--- config.mk ---
export PLATFORM = sky130hd
export DESIGN_NAME = edge_delay_scheduler
export DESIGN_NICKNAME = d
export VERILOG_FILES = /design/src/rtl/eds_pkg.sv /design/src/rtl/eds_ctrl.sv /design/src/rtl/eds_datapath.sv /design/src/rtl/edge_delay_scheduler.sv
export SDC_FILE = /design/constraint.sdc
export NUM_CORES = 1
export LEC_CHECK = 0
export BUFFER_PORTS_ARGS = -buffer_cell sky130_fd_sc_hd__buf_2
export CORE_MARGIN = 4
export CORE_UTILIZATION = 40
export CTS_CLUSTER_SIZE = 28
export DETAILED_ROUTE_END_ITERATION = 16
export SLEW_MARGIN = 20
export SYNTH_ARGS = -nofsm -noshare
export SYNTH_HDL_FRONTEND = slang
export SYNTH_SLANG_ARGS = --single-unit
--- constraint.sdc ---
create_clock -name clk -period 13.2 [get_ports clk]
set_input_delay 1.98 -clock clk [delete_from_list [all_inputs] [get_ports clk]]
set_output_delay 1.98 -clock clk [all_outputs]
set_load 0.02 [all_outputs]
--- src/rtl/eds_pkg.sv ---
package eds_pkg;
  localparam int CYC_W    = 24;
  localparam int FINE_W   = 8;
  localparam int TIME_W   = CYC_W + FINE_W;
  localparam int SET_W    = 8;
  localparam int PROP_MAX = 240;
  localparam int OFF_MAX  = 112;
  localparam int NUM_SIG  = 2;

  typedef struct packed {
    logic capture;
    logic isEnable;
    logic isRise;
  } edgeStrobe_t;

  typedef struct packed {
    logic        [SET_W-1:0] prop;
    logic signed [SET_W-1:0] off;
  } sigDelay_t;
endpackage

--- src/rtl/eds_ctrl.sv ---
module eds_ctrl
  import eds_pkg::*;
(
  input  logic                clk,
  input  logic                rstN,
  input  logic                cfgWr,
  input  logic                cfgChan,
  input  logic [1:0]          cfgField,
  input  logic [SET_W-1:0]    cfgData,
  input  logic                evValid,
  input  logic                evIsEnable,
  input  logic                evRise,
  output edgeStrobe_t         strobe,
  output sigDelay_t           delays [NUM_SIG],
  output logic                rangeErr
);
  localparam logic [1:0] FLD_CAL = 2'd0;
  localparam logic [1:0] FLD_USR = 2'd1;
  localparam logic [1:0] FLD_OFF = 2'd2;

  logic [NUM_SIG-1:0] errHit;

  // decode of the incoming event into datapath strobes
  always_comb begin
    strobe.capture  = evValid;
    strobe.isEnable = evIsEnable;
    strobe.isRise   = evRise;
  end

  for (genvar s = 0; s < NUM_SIG; s++) begin : g_sig
    logic        [SET_W-1:0] calQ;
    logic        [SET_W-1:0] usrQ;
    logic signed [SET_W-1:0] offQ;
    logic        [SET_W-1:0] calNext;
    logic        [SET_W-1:0] usrNext;
    logic        [SET_W:0]   sumNext;
    logic                    hit;
    logic                    propBad;
    logic                    offBad;

    always_comb begin
      hit     = cfgWr && (cfgChan == s[0]);
      calNext = (cfgField == FLD_CAL) ? cfgData : calQ;
      usrNext = (cfgField == FLD_USR) ? cfgData : usrQ;
      sumNext = {1'b0, calNext} + {1'b0, usrNext};
      propBad = (sumNext > (SET_W+1)'(PROP_MAX));
      offBad  = ($signed(cfgData) > $signed(SET_W'(OFF_MAX)));
      errHit[s] = 1'b0;
      if (hit) begin
        if ((cfgField == FLD_CAL || cfgField == FLD_USR) && propBad)
          errHit[s] = 1'b1;
        else if (cfgField == FLD_OFF && offBad)
          errHit[s] = 1'b1;
      end
    end

    always_ff @(posedge clk) begin
      if (!rstN) begin
        calQ <= '0;
        usrQ <= '0;
        offQ <= '0;
      end else if (hit && !errHit[s]) begin
        case (cfgField)
          FLD_CAL: calQ <= cfgData;
          FLD_USR: usrQ <= cfgData;
          FLD_OFF: offQ <= $signed(cfgData);
          default: ;
        endcase
      end
    end

    always_comb begin
      delays[s].prop = calQ + usrQ;
      delays[s].off  = offQ;
    end
  end

  always_ff @(posedge clk) begin
    if (!rstN) rangeErr <= 1'b0;
    else       rangeErr <= rangeErr | (|errHit);
  end
endmodule

--- src/rtl/eds_datapath.sv ---
module eds_datapath
  import eds_pkg::*;
(
  input  logic                clk,
  input  logic                rstN,
  input  edgeStrobe_t         strobe,
  input  sigDelay_t           delays [NUM_SIG],
  input  logic [CYC_W-1:0]    evCycle,
  output logic                outValid,
  output logic                outIsEnable,
  output logic                outRise,
  output logic [TIME_W-1:0]   outTime,
  output logic [TIME_W-1:0]   outEffTime,
  output logic                outDistort
);
  localparam int WIDE_W = TIME_W + 2;
  localparam int SIG_EN = 1;

  logic [TIME_W-1:0]        lastRise [NUM_SIG];
  sigDelay_t                sel;
  logic [TIME_W-1:0]        base;
  logic [TIME_W:0]          riseWide;
  logic signed [WIDE_W-1:0] offExt;
  logic signed [WIDE_W-1:0] fallWide;
  logic signed [WIDE_W-1:0] floorWide;
  logic [TIME_W-1:0]        edgeTime;
  logic [TIME_W-1:0]        effTime;
  logic                     clampHit;

  always_comb begin
    sel       = delays[strobe.isEnable];
    base      = {evCycle, {FINE_W{1'b0}}};
    riseWide  = {1'b0, base} + {{(TIME_W+1-SET_W){1'b0}}, sel.prop};
    offExt    = {{(WIDE_W-SET_W){sel.off[SET_W-1]}}, sel.off};
    fallWide  = $signed({1'b0, riseWide}) + offExt;
    floorWide = $signed({2'b00, lastRise[strobe.isEnable]});
    clampHit  = !strobe.isRise && (fallWide < floorWide);
    if (strobe.isRise)
      edgeTime = riseWide[TIME_W-1:0];
    else if (clampHit)
      edgeTime = lastRise[strobe.isEnable];
    else
      edgeTime = fallWide[TIME_W-1:0];
    if (!strobe.isEnable && (lastRise[SIG_EN] > edgeTime))
      effTime = lastRise[SIG_EN];
    else
      effTime = edgeTime;
  end

  for (genvar s = 0; s < NUM_SIG; s++) begin : g_hist
    always_ff @(posedge clk) begin
      if (!rstN)
        lastRise[s] <= '0;
      else if (strobe.capture && strobe.isRise && (strobe.isEnable == s[0]))
        lastRise[s] <= edgeTime;
    end
  end

  always_ff @(posedge clk) begin
    if (!rstN) begin
      outValid    <= 1'b0;
      outIsEnable <= 1'b0;
      outRise     <= 1'b0;
      outTime     <= '0;
      outEffTime  <= '0;
      outDistort  <= 1'b0;
    end else begin
      outValid <= strobe.capture;
      if (strobe.capture) begin
        outIsEnable <= strobe.isEnable;
        outRise     <= strobe.isRise;
        outTime     <= edgeTime;
        outEffTime  <= effTime;
        outDistort  <= clampHit;
      end else begin
        outDistort  <= 1'b0;
      end
    end
  end
endmodule

--- src/rtl/edge_delay_scheduler.sv ---
module edge_delay_scheduler
  import eds_pkg::*;
(
  input  logic              clk,
  input  logic              rstN,
  input  logic              cfgWr,
  input  logic              cfgChan,
  input  logic [1:0]        cfgField,
  input  logic [7:0]        cfgData,
  input  logic              evValid,
  input  logic              evIsEnable,
  input  logic              evRise,
  input  logic [23:0]       evCycle,
  output logic              outValid,
  output logic              outIsEnable,
  output logic              outRise,
  output logic [31:0]       outTime,
  output logic [31:0]       outEffTime,
  output logic              outDistort,
  output logic              rangeErr
);
  edgeStrobe_t strobe;
  sigDelay_t   delays [NUM_SIG];

  eds_ctrl i_ctrl (
    .clk(clk), .rstN(rstN),
    .cfgWr(cfgWr), .cfgChan(cfgChan), .cfgField(cfgField), .cfgData(cfgData),
    .evValid(evValid), .evIsEnable(evIsEnable), .evRise(evRise),
    .strobe(strobe), .delays(delays), .rangeErr(rangeErr)
  );

  eds_datapath i_dp (
    .clk(clk), .rstN(rstN),
    .strobe(strobe), .delays(delays), .evCycle(evCycle),
    .outValid(outValid), .outIsEnable(outIsEnable), .outRise(outRise),
    .outTime(outTime), .outEffTime(outEffTime), .outDistort(outDistort)
  );
endmodule

==> results.py, run 1 <==
metrics = {
    "placed_design": {
        "hpwl_um": 31400,
        "placed_cell_area_um2": 13700,
        "io_buffers": 109,
        "gp_congestion": 0.906,
        "dpl.cell_count": 1916,
    },
    "cts": {
        "clock-sinks": 181,
        "path_clk_slew_ns": 0.09,
        "htree_levels": 4,
        "clockRootBuffer": "clkbuf_16",
        "clock_latency_ns": 0.47,
        "cts_tree": "done",
        "clockBufferDepth": 2,
        "cts_setup_buffers": 0,
        "cts_resized": 0,
        "cts_buffers": 17,
        "cts-hold-fix-buffers": 0,
    },
    "route": {
        "finalWirelength_um": 41200,
        "drc": 0,
        "drtPass1Iterations": 5,
        "wl_per_cell_um": 21.1,
        "ant_nets": 0,
        "drtIter0Drc": 1011,
        "num_vias": 11500,
        "avgViaCountPerCell": 5.88,
    },
    "synth": {
        "synth_largest_area_cell": "dfxtp_1",
        "yosysMostFrequentCell": "nand2_1",
        "postSynthAreaPerCell_um2": 8.72,
        "ys.flop_type": "dfxtp_1",
        "synth.top_cells.by_count": "145 x nand2_1, 131 x nor2_1, 126 x ha_1",
        "synth_top_area_share_pct": 18.3,
        "synth-seq-area-share_pct": 33.3,
        "ys_seq_elements": 181,
        "syn_nets": 1642,
        "syn_area_um2": 12800,
        "synth_edf_count": 64,
        "ys.warnings.count": 0,
        "ys_async_sr_fraction_pct": 0,
        "synth_area_leaders": "dfxtp_1 18%, edfxtp_1 15%, ha_1 12%, o21ai_0 4.8%, mux2i_1 4.7%",
        "syn_inst": 1470,
        "synth.distinct_cells": 90,
    },
    "sta": {
        "clock.fmax_mhz": 82.6,
        "fin_crit_sh_pct": 91.7,
        "fin_skew_ns": 0.0165,
        "finalCriticalPeriod_ns": 12.11,
        "final_hold_viol_count": 0,
        "maxSlewViolCount": 0,
        "finalSetupViolCount": 0,
        "timing.slew.headroom_pct": 41.7,
        "finalSetupTns_ns": 0,
        "rsz0062_at_grt": "no",
        "tightest_slew_ns": 0.874,
    },
    "run": {
        "drv_cap": 0,
    },
    "worst_setup_path": {
        "cp_max_fo": 44,
        "max_stage_delay_ns": 0.80,
        "critPathLaunchType": "input port",
        "path_class": "input port to flop",
        "rrSetupSlack_ns": 1.78,
        "r2r-start": "i_ctrl.g_sig[1].usrQ[0]",
        "r2r-end": "i_dp.outEffTime[2]",
        "slowest_stage": "a311oi_4",
        "cp.required_ns": 13.52,
        "cp.arrival_ns": 12.43,
        "worstRegToRegCells": 39,
        "cp-end-kind": "flop",
    },
    "global_route": {
        "antenna_found_initial": 0,
        "grt_first_pass_wirelength_um": 64200,
        "grt_max_degree": 80,
        "grt-ovfl-total": 0,
        "grt_use_total_pct": 23.2,
        "grt_pass1_vias": 11100,
    },
    "finish": {
        "drive_gt1_share_pct": 14.5,
        "nets": 1706,
        "area_growth_pct": 11.5,
        "fin_util_pct": 45.3,
        "postLayoutCellArea_um2": 14300,
        "finalNonFillerCells": 1949,
        "antenna_cells": 0,
    },
    "min_path": {
        "hold_depth": 2,
        "holdCritStartpoint": "i_dp.outTime[21]",
        "hold_path_class": "flop to flop",
        "whs_endpoint": "i_dp.outTime[21]",
    },
    "die": {
        "std_cell_rows": 65,
        "die_w_um": 187,
        "start_util_pct": 40.6,
        "core_um2": 31600,
        "dieArea_um2": 35000,
        "die_h_um": 187,
        "ios": 110,
    },
    "outcome": {
        "status": "finished, final reports clean",
    },
    "pwr": {
        "p_switching_mw": 0.596,
        "vdd_drop_max_mv": 0.0975,
        "p_sw_share_pct": 36.7,
        "internal_power_mw": 1.03,
        "p_seq_share_pct": 39.4,
        "clkPwrFrac_pct": 33.2,
        "p_per_area_nw_per_um2": 114,
        "p_comb_share_pct": 27.4,
        "static-leakage-power_nw": 6.31,
    },
}
-- power by group through the flow --
stage / combinational [mW] / clock, mW / sequential, mW
global route: 0.491 / 0.571 / 0.644
CTS: 0.445 / 0.545 / 0.640
detailed placement: 0.442 / 0 / 0.653
floorplan: 0.293 / 0 / 0.668
finish: 0.446 / 0.540 / 0.641
global placement: 0.441 / 0 / 0.652
-- placed cells by master (no fill, tap or decap), drive strengths merged, types with 40 or more instances in the layout --
cell,instances
a21oi,100
buf,127
dfxtp,117
edfxtp,64
ha,126
inv,56
mux2i,61
nand2,146
nand3,52
nor2,138
o211ai,40
o21ai,151
-- how the worst max path moves through the flow --
stage,endpoint,from,cells past startpoint,slack [ns]
after floorplan,i_dp.outEffTime[0],evIsEnable,38,3.08
after global placement,i_dp.outEffTime[2],evIsEnable,35,1.39
after detailed placement,i_dp.outEffTime[2],evIsEnable,35,0.82
after CTS,i_dp.outEffTime[2],evIsEnable,35,1.25
after global routing,i_dp.outEffTime[2],evIsEnable,35,0.40
final,i_dp.outEffTime[2],evIsEnable,35,1.09
-- cell type report --
| class | count | area (µm²) |
|---|---|---|
| clock buffers | 17 | 425 |
| clock inverters | 15 | 196 |
| fillers | 3121 | 17300 |
| inverters | 49 | 184 |
| multi-input cells | 1157 | 8030 |
| flip-flops and latches | 181 | 4260 |
| well taps | 402 | 503 |
| repair buffers | 128 | 688 |
-- flip-flops by register name, indices dropped and copies added (netlist names) --
signal,flops
i_ctrl.g_sig.usrQ,16
i_ctrl.g_sig.offQ,16
i_dp.outIsEnable,1
i_ctrl.g_sig.calQ,16
i_dp.outValid,1
i_ctrl.rangeErr,1
i_dp.outTime,32
i_dp.outEffTime,32
i_dp.lastRise,64
i_dp.outRise,1
i_dp.outDistort,1
-- through the flow --
stage,worst slack [ns],total power [mW],hold WS [ns]
global placement,1.39,1.09,0.465
global route,0.404,1.71,0.501
floorplan,3.08,0.961,0.458
detailed placement,0.823,1.10,0.463
CTS,1.25,1.63,0.486
finish,1.09,1.63,0.483
-- per-layer routing --
metal	global-route usage, %	share of wire, %	up-vias
li1	-	-	5567
met1	29.8	44	5460
met2	39.1	47	355
met3	3.56	4.4	87
met4	9.58	4.3	0
met5	0	0	-
-- critical path, delay by kind of cell --
kind	cells	cell delay, ns
buffers and inverters	5	1.84
XOR/XNOR	1	0.19
AND/OR/NAND/NOR	12	3.05
AO/OA/AOI/OAI	12	3.70
adder cells (fa/ha/maj)	3	0.93
multiplexers	2	0.69
-- cells by family (layout without fill, tap and decap cells) --
group                    after synthesis  in the layout  synth area share [%]
buffers and inverters                132            209                  4.31
multiplexers                          74             74                  5.99
flip-flops                           181            181                  33.3
AO/OA/AOI/OAI                        456            456                  23.9
adder cells (fa/ha/maj)              131            131                  13.1
AND/OR/NAND/NOR                      449            449                  16.1
XOR/XNOR                              47             47                  3.27
Power figures use the tool's default switching activity.
==> run 2: changes to the inputs <==
==> constraint.sdc (replaced) <==
create_clock -name clk -period 13.2 [get_ports clk]
set_input_delay 0.66 -clock clk [delete_from_list [all_inputs] [get_ports clk]]
set_output_delay 0.66 -clock clk [all_outputs]
set_load 0.02 [all_outputs]
==> results.py, run 2 (synthesis results as in run 1) <==
metrics = {
    "outcome": {
        "status": "finished, final reports clean",
    },
    "route": {
        "drtPass1Iterations": 5,
        "wl_per_cell_um": 21.1,
        "met3_length_um": 2050,
        "ant_nets": 0,
        "finalWirelength_um": 41200,
        "wl_met1_um": 18100,
        "top_layer_used": "met4",
        "drc": 0,
        "dr_wl_met2_um": 19400,
        "drtIter0Drc": 912,
        "num_vias": 11500,
        "avgViaCountPerCell": 5.92,
    },
    "pwr": {
        "p_per_area_nw_per_um2": 114,
        "vdd_drop_max_mv": 0.0884,
        "static-leakage-power_nw": 6.31,
    },
    "finish": {
        "drive_gt1_share_pct": 14.4,
        "fillers": 3114,
        "antenna_cells": 0,
        "final_cell_mix": "145 x nand2_1, 131 x nor2_1, 126 x ha_1",
        "area_growth_pct": 11.5,
        "largest-register": "i_dp.lastRise",
        "largestRegisters": "i_dp.lastRise x64, i_dp.outEffTime x32, i_dp.outTime x32",
        "nets": 1706,
        "layout_commonest_cell": "nand2_1",
        "largest_register_ffs": 64,
    },
    "global_route": {
        "grt_use_total_pct": 23.0,
        "grt-ovfl-total": 0,
        "grt_max_degree": 69,
        "grt_first_pass_wirelength_um": 63700,
        "antenna_found_initial": 0,
        "grt_pass1_vias": 11000,
    },
    "cts": {
        "clock-sinks": 181,
        "clockRootBuffer": "clkbuf_16",
        "cts-hold-fix-buffers": 0,
        "htree_levels": 4,
        "cts_resized": 0,
        "cts_buffers": 17,
        "path_clk_slew_ns": 0.07,
        "clockBufferDepth": 2,
        "clock_latency_ns": 0.47,
        "cts_setup_buffers": 0,
        "cts_tree": "done",
    },
    "die": {
        "std_cell_rows": 65,
        "die_w_um": 187,
        "die_h_um": 187,
        "ios": 110,
        "dieArea_um2": 35000,
        "core_um2": 31600,
        "start_util_pct": 40.6,
    },
    "worst_setup_path": {
        "cp_max_fo": 26,
        "slowest_stage": "a311oi_4",
        "max_stage_delay_ns": 0.84,
        "cp.required_ns": 13.54,
        "critPathLaunchType": "flop",
        "cp.arrival_ns": 11.40,
        "critical-path-top-delay-family": "compound AO/OA/AOI/OAI gates",
        "cp-end-kind": "flop",
        "worst_path_most_repeated_cell": "ha_1",
        "path_class": "flop to flop",
        "path_buf_inv": 2,
    },
    "placed_design": {
        "hpwl_um": 31000,
        "io_buffers": 109,
        "gp_congestion": 0.879,
    },
    "sta": {
        "final_hold_viol_count": 0,
        "fin_crit_sh_pct": 83.8,
        "whs_ns": 0.479,
        "timing.slew.headroom_pct": 28.6,
        "finalCriticalPeriod_ns": 11.06,
        "finalSetupTns_ns": 0,
        "finalSetupViolCount": 0,
        "rsz0062_at_grt": "no",
        "maxSlewViolCount": 0,
        "clock.fmax_mhz": 90.4,
        "tightest_slew_ns": 1.07,
        "fin_skew_ns": 0.0201,
    },
    "min_path": {
        "hold_path_class": "flop to flop",
    },
    "run": {
        "drv_cap": 0,
    },
}
[run 2: metrics by stage]
| stage | instance area [µm²] | setup WS, ns | util [%] | std cells | total power [mW] |
|---|---|---|---|---|---|
| after CTS | 14300 | 2.40 | 45.3 | 1949 | 1.64 |
| after detailed placement | 13700 | 2.45 | 43.3 | 1917 | 1.09 |
| after global routing | 14300 | 1.11 | 45.3 | 1949 | 1.70 |
| final | 14300 | 2.14 | 45.3 | 1949 | 1.63 |
| after floorplan | 12800 | 4.40 | - | 1470 | 0.961 |
| after global placement | 13700 | 2.64 | 43.3 | 1917 | 1.09 |
[run 2: worst register-to-register path: cells and delay by family (launching register included)]
family / cells / cell delay (ns)
fa+ha+maj: 5 / 1.54
simple gates: 13 / 3.63
compound gates: 17 / 4.31
xor+xnor: 1 / 0.21
flops: 1 / 0.32
buf+inv: 2 / 0.81
mux: 1 / 0.14
[run 2: report_power, final]
| group | leakage (nW) | internal [mW] | total, mW | switching, mW |
|---|---|---|---|---|
| Sequential | 1.63 | 0.615 | 0.641 | 0.0260 |
| Combinational | 4.37 | 0.154 | 0.445 | 0.291 |
| Clock | 0.301 | 0.306 | 0.546 | 0.240 |
| Total | 6.31 | 1.07 | 1.63 | 0.557 |
[run 2: routing by layer]
layer  vias up  global-route usage, %
met5         -                      0
met4         0                   9.53
met3        85                   4.24
met2       408                   38.5
met1      5472                   29.4
li1       5570                      -
[run 2: worst paths after layout]
check	startpoint	to	slack [ns]	depth (start not counted)
worst max-delay path	i_ctrl.g_sig[1].usrQ[0]	i_dp.outEffTime[2]	2.14	39
worst min-delay path	i_dp.outRise	i_dp.outRise	0.48	2
worst max register to register	i_ctrl.g_sig[1].usrQ[0]	i_dp.outEffTime[2]	2.14	39
worst min register to register	i_dp.outRise	i_dp.outRise	0.48	2
[run 2: final cells by class]
cell class / count / area (µm²) / share of cell area (%)
clock buffers: 21 / 483 / 3.38
clock inverters: 11 / 136 / 0.954
inverters: 49 / 184 / 1.29
multi-input cells: 1157 / 8030 / 56.2
flip-flops and latches: 181 / 4260 / 29.8
well taps: 402 / 503 / 3.52
repair buffers: 128 / 688 / 4.82
